`config.mk`:
```
export PLATFORM = sky130hd
export DESIGN_NAME = dma_bus_seq
export DESIGN_NICKNAME = d
export VERILOG_FILES = /design/src/rtl/dma_seq_pkg.sv /design/src/rtl/dma_byte_ctr.sv /design/src/rtl/dma_req_track.sv /design/src/rtl/dma_seq_fsm.sv /design/src/rtl/dma_bus_seq.sv
export SDC_FILE = /design/constraint.sdc
export NUM_CORES = 1
export LEC_CHECK = 0
export ABC_AREA = 1
export BUFFER_PORTS_ARGS = -buffer_cell sky130_fd_sc_hd__buf_2
export CAP_MARGIN = 40
export CORE_MARGIN = 2
export CORE_UTILIZATION = 54
export DETAILED_ROUTE_END_ITERATION = 10
export PLACE_DENSITY = 0.81
export SLEW_MARGIN = 5
export SYNTH_ARGS = -nofsm -noshare
export SYNTH_HDL_FRONTEND = slang
export SYNTH_SLANG_ARGS = --single-unit
```
`constraint.sdc`:
```
create_clock -name clk -period 4.35 [get_ports clk]
set_input_delay 0.87 -clock clk [delete_from_list [all_inputs] [get_ports clk]]
set_output_delay 0.87 -clock clk [all_outputs]
set_load 0.005 [all_outputs]
```
`src/rtl/dma_seq_pkg.sv`:
```
package dma_seq_pkg;

  localparam int UNIT_W = 3;

  typedef enum logic [2:0] {
    ST_IDLE     = 3'd0,
    ST_REQ_BUS  = 3'd1,
    ST_TRANSFER = 3'd2,
    ST_ACK      = 3'd3,
    ST_RELEASE  = 3'd4
  } seq_state_t;

  function automatic logic [UNIT_W-1:0] unit_bytes(input logic [1:0] code);
    case (code)
      2'b00:   unit_bytes = UNIT_W'(1);
      2'b01:   unit_bytes = UNIT_W'(2);
      default: unit_bytes = UNIT_W'(4);
    endcase
  endfunction

endpackage

```
`src/rtl/dma_byte_ctr.sv`:
```
module dma_byte_ctr #(
  parameter int CNT_W  = 32,
  parameter int UNIT_W = 3
) (
  input  logic              clk,
  input  logic              rst,
  input  logic              load,
  input  logic [CNT_W-1:0]  load_val,
  input  logic              dec,
  input  logic [UNIT_W-1:0] unit_b,
  output logic [CNT_W-1:0]  cnt,
  output logic [UNIT_W-1:0] clip_nx,
  output logic              nx_zero
);

  logic [CNT_W-1:0]  cnt_nx;
  logic [UNIT_W-1:0] clip_now;

  function automatic logic [UNIT_W-1:0] clip_of(input logic [CNT_W-1:0] c,
                                                input logic [UNIT_W-1:0] u);
    if (c < CNT_W'(u)) clip_of = c[UNIT_W-1:0];
    else               clip_of = u;
  endfunction

  always_comb begin
    clip_now = clip_of(cnt, unit_b);
    if (load)     cnt_nx = load_val;
    else if (dec) cnt_nx = cnt - CNT_W'(clip_now);
    else          cnt_nx = cnt;
    clip_nx = clip_of(cnt_nx, unit_b);
    nx_zero = (cnt_nx == '0);
  end

  always_ff @(posedge clk) begin
    if (rst) cnt <= '0;
    else     cnt <= cnt_nx;
  end


  cnt_no_rise_chk: assert property (@(posedge clk) disable iff (rst)
    !load |=> (cnt <= $past(cnt)));

endmodule

```
`src/rtl/dma_req_track.sv`:
```
module dma_req_track (
  input  logic clk,
  input  logic rst,
  input  logic xfer_req,
  input  logic start_set,
  input  logic cnt_nonzero,
  input  logic pend_clr,
  input  logic zero_hit,
  input  logic done_clr,
  output logic busy,
  output logic done,
  output logic pend
);

  logic req_q;
  logic req_rise;

  assign req_rise = xfer_req && !req_q;

  always_ff @(posedge clk) begin
    if (rst) begin
      req_q <= 1'b0;
      busy  <= 1'b0;
      done  <= 1'b0;
      pend  <= 1'b0;
    end else begin
      req_q <= xfer_req;
      if (zero_hit)                      busy <= 1'b0;
      else if (start_set && cnt_nonzero) busy <= 1'b1;
      if (zero_hit)      done <= 1'b1;
      else if (done_clr) done <= 1'b0;
      if (!busy || pend_clr) pend <= 1'b0;
      if (busy && req_rise)  pend <= 1'b1;
    end
  end


  done_sticky_chk: assert property (@(posedge clk) disable iff (rst)
    (done && !done_clr) |=> done);

endmodule

```
`src/rtl/dma_seq_fsm.sv`:
```
module dma_seq_fsm
  import dma_seq_pkg::*;
#(
  parameter int UNIT_W = 3
) (
  input  logic              clk,
  input  logic              rst,
  input  logic              cfg_snoop,
  input  logic              cfg_rel_en,
  input  logic              cfg_cont,
  input  logic [1:0]        cfg_unit,
  input  logic              busy,
  input  logic              pend,
  input  logic              snoop_gnt,
  input  logic              gen_gnt,
  input  logic              core_rel_req,
  input  logic              cyc_done,
  input  logic              nx_zero,
  input  logic [UNIT_W-1:0] clip_nx,
  output logic [UNIT_W-1:0] unit_q,
  output logic              dec,
  output logic              pend_clr,
  output logic              snoop_req,
  output logic              gen_req,
  output logic              cyc_act,
  output logic [UNIT_W-1:0] cyc_bytes,
  output logic              ack
);

  seq_state_t st, nx;
  logic mode_q, rel_q, cont_q;
  logic gnt_sel, rel_ok, bus_on, nx_mode;

  assign gnt_sel  = mode_q ? snoop_gnt : gen_gnt;
  assign rel_ok   = !mode_q && rel_q && core_rel_req;
  assign dec      = (st == ST_TRANSFER) && cyc_done;
  assign pend_clr = (nx == ST_ACK);
  assign bus_on   = (nx == ST_REQ_BUS) || (nx == ST_TRANSFER) || (nx == ST_ACK);
  assign nx_mode  = (st == ST_IDLE) ? cfg_snoop : mode_q;

  always_comb begin
    nx = st;
    case (st)
      ST_IDLE:     if (busy && pend) nx = ST_REQ_BUS;
      ST_REQ_BUS:  if (gnt_sel) nx = ST_TRANSFER;
      ST_TRANSFER: if (cyc_done) begin
                     if (!cont_q || nx_zero) nx = ST_ACK;
                     else if (rel_ok)        nx = ST_RELEASE;
                     else                    nx = ST_TRANSFER;
                   end
      ST_ACK:      nx = ST_RELEASE;
      ST_RELEASE:  nx = ST_IDLE;
      default:     nx = ST_IDLE;
    endcase
  end

  always_ff @(posedge clk) begin
    if (rst) begin
      st        <= ST_IDLE;
      mode_q    <= 1'b0;
      rel_q     <= 1'b0;
      cont_q    <= 1'b0;
      unit_q    <= UNIT_W'(1);
      snoop_req <= 1'b0;
      gen_req   <= 1'b0;
      cyc_act   <= 1'b0;
      cyc_bytes <= '0;
      ack       <= 1'b0;
    end else begin
      st <= nx;
      if (st == ST_IDLE) begin
        mode_q <= cfg_snoop;
        rel_q  <= cfg_rel_en;
        cont_q <= cfg_cont;
        unit_q <= unit_bytes(cfg_unit);
      end
      snoop_req <= bus_on && nx_mode;
      gen_req   <= bus_on && !nx_mode;
      cyc_act   <= (nx == ST_TRANSFER);
      cyc_bytes <= (nx == ST_TRANSFER) ? clip_nx : '0;
      ack       <= (nx == ST_ACK);
    end
  end


  cyc_has_bus_chk: assert property (@(posedge clk) disable iff (rst)
    cyc_act |-> (snoop_req ^ gen_req));


  cyc_after_gnt_chk: assert property (@(posedge clk) disable iff (rst)
    $rose(cyc_act) |-> $past(gnt_sel));


  ack_pulse_chk: assert property (@(posedge clk) disable iff (rst)
    ack |=> !ack);


  rel_boundary_chk: assert property (@(posedge clk) disable iff (rst)
    (cyc_act && !cyc_done) |=> cyc_act);


  snoop_keeps_bus_chk: assert property (@(posedge clk) disable iff (rst)
    (snoop_req && cyc_act && cyc_done && cont_q && !nx_zero) |=> cyc_act);

endmodule

```
`src/rtl/dma_bus_seq.sv`:
```
module dma_bus_seq
  import dma_seq_pkg::*;
#(
  parameter int CNT_W = 32
) (
  input  logic             clk,
  input  logic             rst,
  input  logic             cfg_snoop,
  input  logic             cfg_rel_en,
  input  logic             cfg_cont,
  input  logic [1:0]       cfg_unit,
  input  logic             cnt_load,
  input  logic [CNT_W-1:0] cnt_val,
  input  logic             start_set,
  input  logic             done_clr,
  input  logic             xfer_req,
  output logic             snoop_req,
  output logic             gen_req,
  input  logic             snoop_gnt,
  input  logic             gen_gnt,
  input  logic             core_rel_req,
  output logic             cyc_act,
  output logic [2:0]       cyc_bytes,
  input  logic             cyc_done,
  output logic             ack,
  output logic             busy,
  output logic             done,
  output logic [CNT_W-1:0] byte_cnt
);

  logic [UNIT_W-1:0] unit_q, clip_nx;
  logic dec, pend_clr, pend, nx_zero, zero_hit;

  assign zero_hit = dec && nx_zero;

  dma_byte_ctr #(.CNT_W(CNT_W), .UNIT_W(UNIT_W)) u_ctr (
    .clk(clk), .rst(rst), .load(cnt_load), .load_val(cnt_val),
    .dec(dec), .unit_b(unit_q), .cnt(byte_cnt), .clip_nx(clip_nx),
    .nx_zero(nx_zero)
  );

  dma_req_track u_trk (
    .clk(clk), .rst(rst), .xfer_req(xfer_req), .start_set(start_set),
    .cnt_nonzero(byte_cnt != '0), .pend_clr(pend_clr), .zero_hit(zero_hit),
    .done_clr(done_clr), .busy(busy), .done(done), .pend(pend)
  );

  dma_seq_fsm #(.UNIT_W(UNIT_W)) u_fsm (
    .clk(clk), .rst(rst), .cfg_snoop(cfg_snoop), .cfg_rel_en(cfg_rel_en),
    .cfg_cont(cfg_cont), .cfg_unit(cfg_unit), .busy(busy), .pend(pend),
    .snoop_gnt(snoop_gnt), .gen_gnt(gen_gnt), .core_rel_req(core_rel_req),
    .cyc_done(cyc_done), .nx_zero(nx_zero), .clip_nx(clip_nx),
    .unit_q(unit_q), .dec(dec), .pend_clr(pend_clr), .snoop_req(snoop_req),
    .gen_req(gen_req), .cyc_act(cyc_act), .cyc_bytes(cyc_bytes), .ack(ack)
  );


  busy_needs_count_chk: assert property (@(posedge clk) disable iff (rst)
    $rose(busy) |-> ($past(byte_cnt) != '0));

endmodule

```
=== Word-level counts from Yosys, hierarchy flattened ===
Index checks and enable logic that the tools add are counted.

* ROM bits: 0
* Memory bits (writable): 0
* Latch bits: 0
* Register bits after elaboration: 52
* Memories kept: 0

* Equal/unequal tests: 7
* Reduce and logical (&&, ||, !) cells: 27
* Divide/modulo/power cells: 0
* Order comparisons: 2
* Multiply operators: 0
* Shifts and indexed selects: 0
* Bitwise logic cells: 1
* Add/sub/neg operators: 1
* Multiplexer cells: 17

{| class="wikitable"
|+ Operators with widths
! kind !! number
|-
| < comparator 32 x 3 -> 1 bit || 2
|-
| 2-to-1 mux 32 bit || 2
|-
| logical NOT 32 bit || 1
|-
| nonzero test 32 bit || 1
|-
| subtractor 32 x 3 -> 32 bit || 1
|-
| 2-to-1 mux 3 bit || 7
|-
| == test 3 x 2 -> 1 bit (second input constant) || 4
|-
| case mux 3 bit (4 select lines) || 1
|-
| logical AND 1 bit || 10
|-
| == test 3 x 1 -> 1 bit (second input constant) || 2
|-
| 2-to-1 mux 1 bit || 6
|-
| case mux 3 bit (2 select lines) || 1
|-
| logical NOT 1 bit || 5
|-
| logical OR 1 bit || 4
|-
| nonzero test 2 bit || 2
|-
| OR reduction 2 bit || 2
|-
| logical NOT 3 bit || 1
|-
| == test 2 x 1 -> 1 bit (second input constant) || 1
|-
| logical NOT 2 bit || 1
|-
| inverter 1 bit || 1
|}

=== Logic depth before layout (Yosys ltp) ===
* Depth after elaboration: 14
* Depth in mapped cells: 30

=== Hierarchy ===
From an unflattened synthesis, not the netlist that was laid out.

* Cells, all modules: 648
* Area total of the unflattened synthesis: 3986.3 sq um

{| class="wikitable"
|+ Modules (own cells, without submodules)
! module !! area an instance (sq um) !! times used !! cells an instance !! seq. area each (sq um)
|-
| dma_byte_ctr || 2980.4 || 1 || 490 || 640.6
|-
| dma_seq_fsm || 661.9 || 1 || 88 || 320.3
|-
| dma_bus_seq || 186.4 || 1 || 47 || 0.0
|-
| dma_req_track || 157.7 || 1 || 23 || 80.1
|}

=== Worst setup path after synthesis ===
OpenSTA, ideal clock, no wires.

* Path type: register to register
* Start: reg u_fsm.unit_q[1]
* End: reg u_fsm.gen_req
* Clock period less this slack: 3362 ps
* Slack: 988 ps
* Arrival time: 3234 ps
* Cell stages (with the launch flop): 30
* Data required time: 4222 ps
* Cell sequence: dfxtp_1 -> inv_1 -> ha_1 -> a21boi_0 -> o21ai_0 -> nand2_1 -> nor2_1 -> o21ai_0 -> ha_1 -> fa_1 -> inv_1 -> nand2_1 -> nand2_1 -> nor2_4 -> nand2_2 -> inv_2 -> nand2_1 -> nand2_1 -> nand2_1 -> nand2_1 -> nand2_1 -> nor2_1 -> nand2_1 -> nor2_2 -> nand3_2 -> nand2_1 -> a21oi_1 -> nand3_1 -> nand2_1 -> nor2_1

* Longest elaborated chain between the ends: 14

{| class="wikitable"
|+ Ends and longest elaborated chain
! item !! RTL line !! RTL
|-
| start, declared || dma_seq_fsm.sv:20 || <nowiki>output logic [UNIT_W-1:0] unit_q,</nowiki>
|-
| start signal, assigned || dma_seq_fsm.sv:75 || <nowiki>unit_q <= unit_bytes(cfg_unit);</nowiki>
|-
| < comparator 32 x 3 -> 1 bit || dma_byte_ctr.sv:21 || <nowiki>if (c < CNT_W'(u)) clip_of = c[UNIT_W-1:0];</nowiki>
|-
| 2-to-1 mux 3 bit (*) || dma_byte_ctr.sv:21 ||
|-
| subtractor 32 x 3 -> 32 bit (*) || dma_byte_ctr.sv:28 || <nowiki>else if (dec) cnt_nx = cnt - CNT_W'(clip_now);</nowiki>
|-
| 2-to-1 mux 32 bit (*) || dma_byte_ctr.sv:28 ||
|-
| 2-to-1 mux 32 bit (*) || dma_byte_ctr.sv:27 || <nowiki>if (load) cnt_nx = load_val;</nowiki>
|-
| logical NOT 32 bit (*) || dma_byte_ctr.sv:31 || <nowiki>nx_zero = (cnt_nx == '0);</nowiki>
|-
| logical OR 1 bit (*) || dma_seq_fsm.sv:47 || <nowiki>if (!cont_q || nx_zero) nx = ST_ACK;</nowiki>
|-
| 2-to-1 mux 3 bit (*) || dma_seq_fsm.sv:47 ||
|-
| 2-to-1 mux 3 bit (*) || dma_seq_fsm.sv:46 || <nowiki>ST_TRANSFER: if (cyc_done) begin</nowiki>
|-
| case mux 3 bit (4 select lines) (*) || dma_seq_fsm.sv:43 || <nowiki>case (st)</nowiki>
|-
| == test 3 x 1 -> 1 bit / == test 3 x 2 -> 1 bit (equally long branches) || dma_seq_fsm.sv:38 || <nowiki>assign bus_on = (nx == ST_REQ_BUS) || (nx == ST_TRANSFER) || (nx == ST_ACK);</nowiki>
|-
| logical OR 1 bit || dma_seq_fsm.sv:38 ||
|-
| logical OR 1 bit (*) || dma_seq_fsm.sv:38 ||
|-
| logical AND 1 bit (*) || dma_seq_fsm.sv:78 || <nowiki>gen_req <= bus_on && !nx_mode;</nowiki>
|-
| end signal, assigned || dma_seq_fsm.sv:78 ||
|-
| end, declared || dma_seq_fsm.sv:24 || <nowiki>output logic gen_req,</nowiki>
|}

Every way passes the cells marked *; elsewhere a longest branch is shown, timed or not.
A chain may end at the register's enable or synchronous reset.

=== Worst setup path after layout ===
* Start: reg u_fsm.unit_q[1]
* End: reg u_fsm.cyc_bytes[1]

* Longest elaborated chain between the ends: 13

{| class="wikitable"
|+ Ends and longest elaborated chain
! item !! RTL line !! RTL
|-
| < comparator 32 x 3 -> 1 bit || dma_byte_ctr.sv:21 ||
|-
| 2-to-1 mux 3 bit || dma_byte_ctr.sv:21 ||
|-
| subtractor 32 x 3 -> 32 bit || dma_byte_ctr.sv:28 ||
|-
| 2-to-1 mux 32 bit || dma_byte_ctr.sv:28 ||
|-
| 2-to-1 mux 32 bit || dma_byte_ctr.sv:27 ||
|-
| logical NOT 32 bit || dma_byte_ctr.sv:31 ||
|-
| logical OR 1 bit || dma_seq_fsm.sv:47 ||
|-
| 2-to-1 mux 3 bit || dma_seq_fsm.sv:47 ||
|-
| 2-to-1 mux 3 bit || dma_seq_fsm.sv:46 ||
|-
| case mux 3 bit (4 select lines) || dma_seq_fsm.sv:43 ||
|-
| == test 3 x 2 -> 1 bit || dma_seq_fsm.sv:80 || <nowiki>cyc_bytes <= (nx == ST_TRANSFER) ? clip_nx : '0;</nowiki>
|-
| inverter 1 bit (no source line) || n/a ||
|-
| OR reduction 2 bit (no source line) || n/a ||
|-
| end signal, assigned || dma_seq_fsm.sv:80 ||
|-
| end, declared || dma_seq_fsm.sv:26 || <nowiki>output logic [UNIT_W-1:0] cyc_bytes,</nowiki>
|}

Parallel ways exist; a longest one is shown, timed or not.

==> key figures <==
Routing
  • DRC errors left: 0
  • Pre-antenna DRT Iters: 5
  • DRT Wirelength: 10,490 um
  • Vias per cell: 5.395
  • Vias: 4,084
  • WL/cell: 13.86 um
  • Post-route ant nets: 0
  • Drt initial violations: 417

GRT
  • Global route overflow: 0
  • Met2 Use GR: 50.92%
  • Initial antenna violation count: 0
  • GRT Total Usage: 28.72%
  • Largest net degree at the start of global routing: 45
  • M1 GR Usage: 36.54%
  • Busiest grt layer: met2
  • First-pass GRT wire length: 16,880 um
  • Vias in the first global route: 3,703
  • Global-route track usage on met3: 3.696%

Timing
  • Clock skew: 7.755 ps
  • Endpoints failing hold: 0
  • Period utilization: 92.83%
  • Max Fclk: 0.2476 GHz
  • RSZ-0062 raised after global routing: false
  • Worst-margin pin slew: 848.8 ps
  • Setup violations, final: 0
  • Max-slew violations: 0
  • Worst slew margin: 43.41%
  • TNS Setup: 0 ps
  • Worst setup margin: 312.0 ps
  • Crit path time final: 4038 ps

Synth
  • Synth Area in Simple Gates: 47.90%
  • Post-Syn Nets: 654
  • Syn Inst Count: 598
  • Avg Cell Area, Syn: 5.984 um^2
  • Post-Synth XOR/XNOR Area: 0%
  • Compound-gate portion of the synthesized area: 9.545%
  • Sequential fraction of the synthesis area: 29.09%
  • Synth Area in Adders: 3.357%
  • Yosys reg bits: 52
  • Post-Syn Area: 3578 um^2
  • Warnings from Yosys: 0
  • Yosys cell types: 40
  • Mux share of post-synthesis cell area: 0%
  • Largest family of logic cells by synthesized area: simple AND/OR/NAND/NOR gates

Hold path
  • Hold Path Origin: u_trk.done
  • Worst Hold Path EP: u_trk.done
  • Hold path depth: 2
  • Worst Hold Class: reg -> reg

Floorplanning
  • Initial Utilization: 56.03%
  • Core Box Area: 6386 um^2
  • Die Area: 7294 um^2
  • Chip width: 85.41 um
  • Chip height: 85.41 um
  • Rows: 29
  • Top Ports: 88

Clock tree
  • H-tree level count: 2
  • Hold_buf cts: 0
  • TritonCTS buffer count: 5
  • Max Root-Sink Buffers: 2
  • Clock root buffer: clkbuf_8
  • Number of setup buffers added after CTS: 0
  • TritonCTS clock tree: yes
  • Clock-pin slew on the worst setup and hold paths: 100 ps
  • Resize count post-CTS: 0
  • Worst-skew pair later-pin latency: 320 ps
  • Sink Count: 52

Finish
  • Share of layout cells above drive strength 1: 20.74%
  • Most frequent cells in the layout: 182 x nand2_1, 93 x nor2_1, 87 x buf_2
  • Final nets: 735
  • Antenna Cells: 0
  • Fill cells: 626
  • Most common cell after layout, fill and taps aside: nand2_1
  • Layout area overhead: 16.01%

Place
  • PortBufs: 87
  • DPL Wire Length: 8099 um
  • RD Place Congestion: 0.9511
  • Placement Setup Slack: 132.3 ps

Critical path
  • CP Data Required Time: 4610 ps
  • Nature of the critical path endpoint: flop
  • FF-to-FF setup slack: 310 ps
  • Worst Path Arrival: 4290 ps
  • CP dominant cell by count: nand2_1
  • CP startpoint kind: flop
  • Worst r2r src: u_fsm.unit_q[1]
  • Max Fanout on Critical Path: 6
  • Slowest CP cell: fa_1
  • Crit path largest cell delay: 430 ps
  • Kind of critical path: reg -> reg
  • Reg2reg end: u_fsm.cyc_bytes[1]
  • Worst R2R Path Depth: 26

Run status
  • Status: finished clean

Pwr
  • Static Leakage: 0.002189 uW
  • Pwr/cell area: 269.9 nW/um^2
  • Worst VDD drop: 0.1663 mV

Flow run
  • Max Cap Viol: 0
[kinds of logic after synthesis]
| kind of cell | after synthesis |
|---|---|
| compound gates | 63 |
| fa+ha+maj | 9 |
| buf+inv | 88 |
| flops | 52 |
| simple gates | 386 |
[state kept, by name, indices dropped and copies added, names as in the netlist, 3 cells and up]
register,cells
u_fsm.cyc_bytes,3
u_fsm.unit_q,3
u_ctr.cnt,32
u_fsm.st,3
[power breakdown]
part | switching, uW | internal [uW]
sequential | 28.2 | 499
combinational | 187 | 102
clock | 186 | 118
total | 401 | 719
[Yosys cell counts]
library cell,n,area share (%)
nand3b_1,3,0.63
nand3_4,1,0.49
nand2_1,182,19
buf_4,2,0.42
buf_12,1,0.56
clkinv_4,1,0.24
nor2_2,12,2.1
nand2_4,1,0.31
buf_2,2,0.28
nor4_1,1,0.17
nand3_1,56,7.8
a211oi_1,1,0.21
ha_1,8,2.8
o21ai_1,10,1.4
fa_1,1,0.56
or2_2,5,0.87
nor2_4,4,1.3
o211ai_1,2,0.42
inv_2,5,0.52
clkinv_1,1,0.10
o31a_1,1,0.24
and3_1,1,0.17
a21boi_0,1,0.21
nand3_2,3,0.84
nor2_1,96,10
and2_4,1,0.24
nand2_2,4,0.70
o21a_2,1,0.24
and2_2,1,0.21
clkbuf_1,9,0.94
nand4_1,10,1.7
inv_1,67,7.0
o21bai_1,1,0.21
nor3_1,4,0.56
a21oi_1,26,3.6
dfxtp_1,52,29
nand4_4,1,0.59
o31ai_1,1,0.21
o21ai_2,1,0.24
o21ai_0,18,2.5
[worst max-delay path, delay by kind of cell (launching register included)]
family / cells / cell delay, ps
simple gates: 18 / 2120
fa+ha+maj: 3 / 920
compound gates: 3 / 420
flops: 1 / 390
buf+inv: 2 / 160
[worst max path at each step]
stage	start	end
2_1_floorplan	u_fsm.unit_q[1]	u_fsm.gen_req
6_report	u_fsm.unit_q[1]	u_fsm.cyc_bytes[1]
4_1_cts	u_fsm.unit_q[1]	u_fsm.cyc_bytes[1]
5_1_grt	u_fsm.unit_q[1]	u_fsm.cyc_bytes[1]
3_3_place_gp	u_ctr.cnt[13]	u_fsm.cyc_bytes[1]
3_5_place_dp	u_fsm.unit_q[1]	u_fsm.cyc_bytes[1]
[routing by layer]
metal / up-vias / part of all wire [%] / routed length, um
li1: 2051 / - / -
met1: 1826 / 43 / 4515
met2: 188 / 47 / 4962
met3: 19 / 7.9 / 828
met4: 0 / 1.8 / 184
met5: - / 0 / 0
[cell type report]
class,instances,area [um^2],share of cell area [%]
Tap cell,77,96.34,2.321
Clock inverter,3,26.28,0.6329
Sequential cell,52,1041,25.08
Timing Repair Buffer,88,442.9,10.67
Inverter,74,282.8,6.811
Clock buffer,5,68.82,1.658
Multi-Input combinational cell,458,2193,52.83
[metrics by stage]
step	hold slack [ps]	area (um^2)	std cells	utilization, %	power [uW]
2_1_floorplan	446.6	3578	598	-	724.2
3_3_place_gp	449.1	4039	749	63.24	814.2
3_5_place_dp	458.2	4039	749	63.24	818.6
4_1_cts	478.1	4134	757	64.73	1115
5_1_grt	507.9	4151	757	65.01	1172
6_report	473.2	4151	757	65.01	1121
Note: power is estimated with default switching activity, not from simulation.
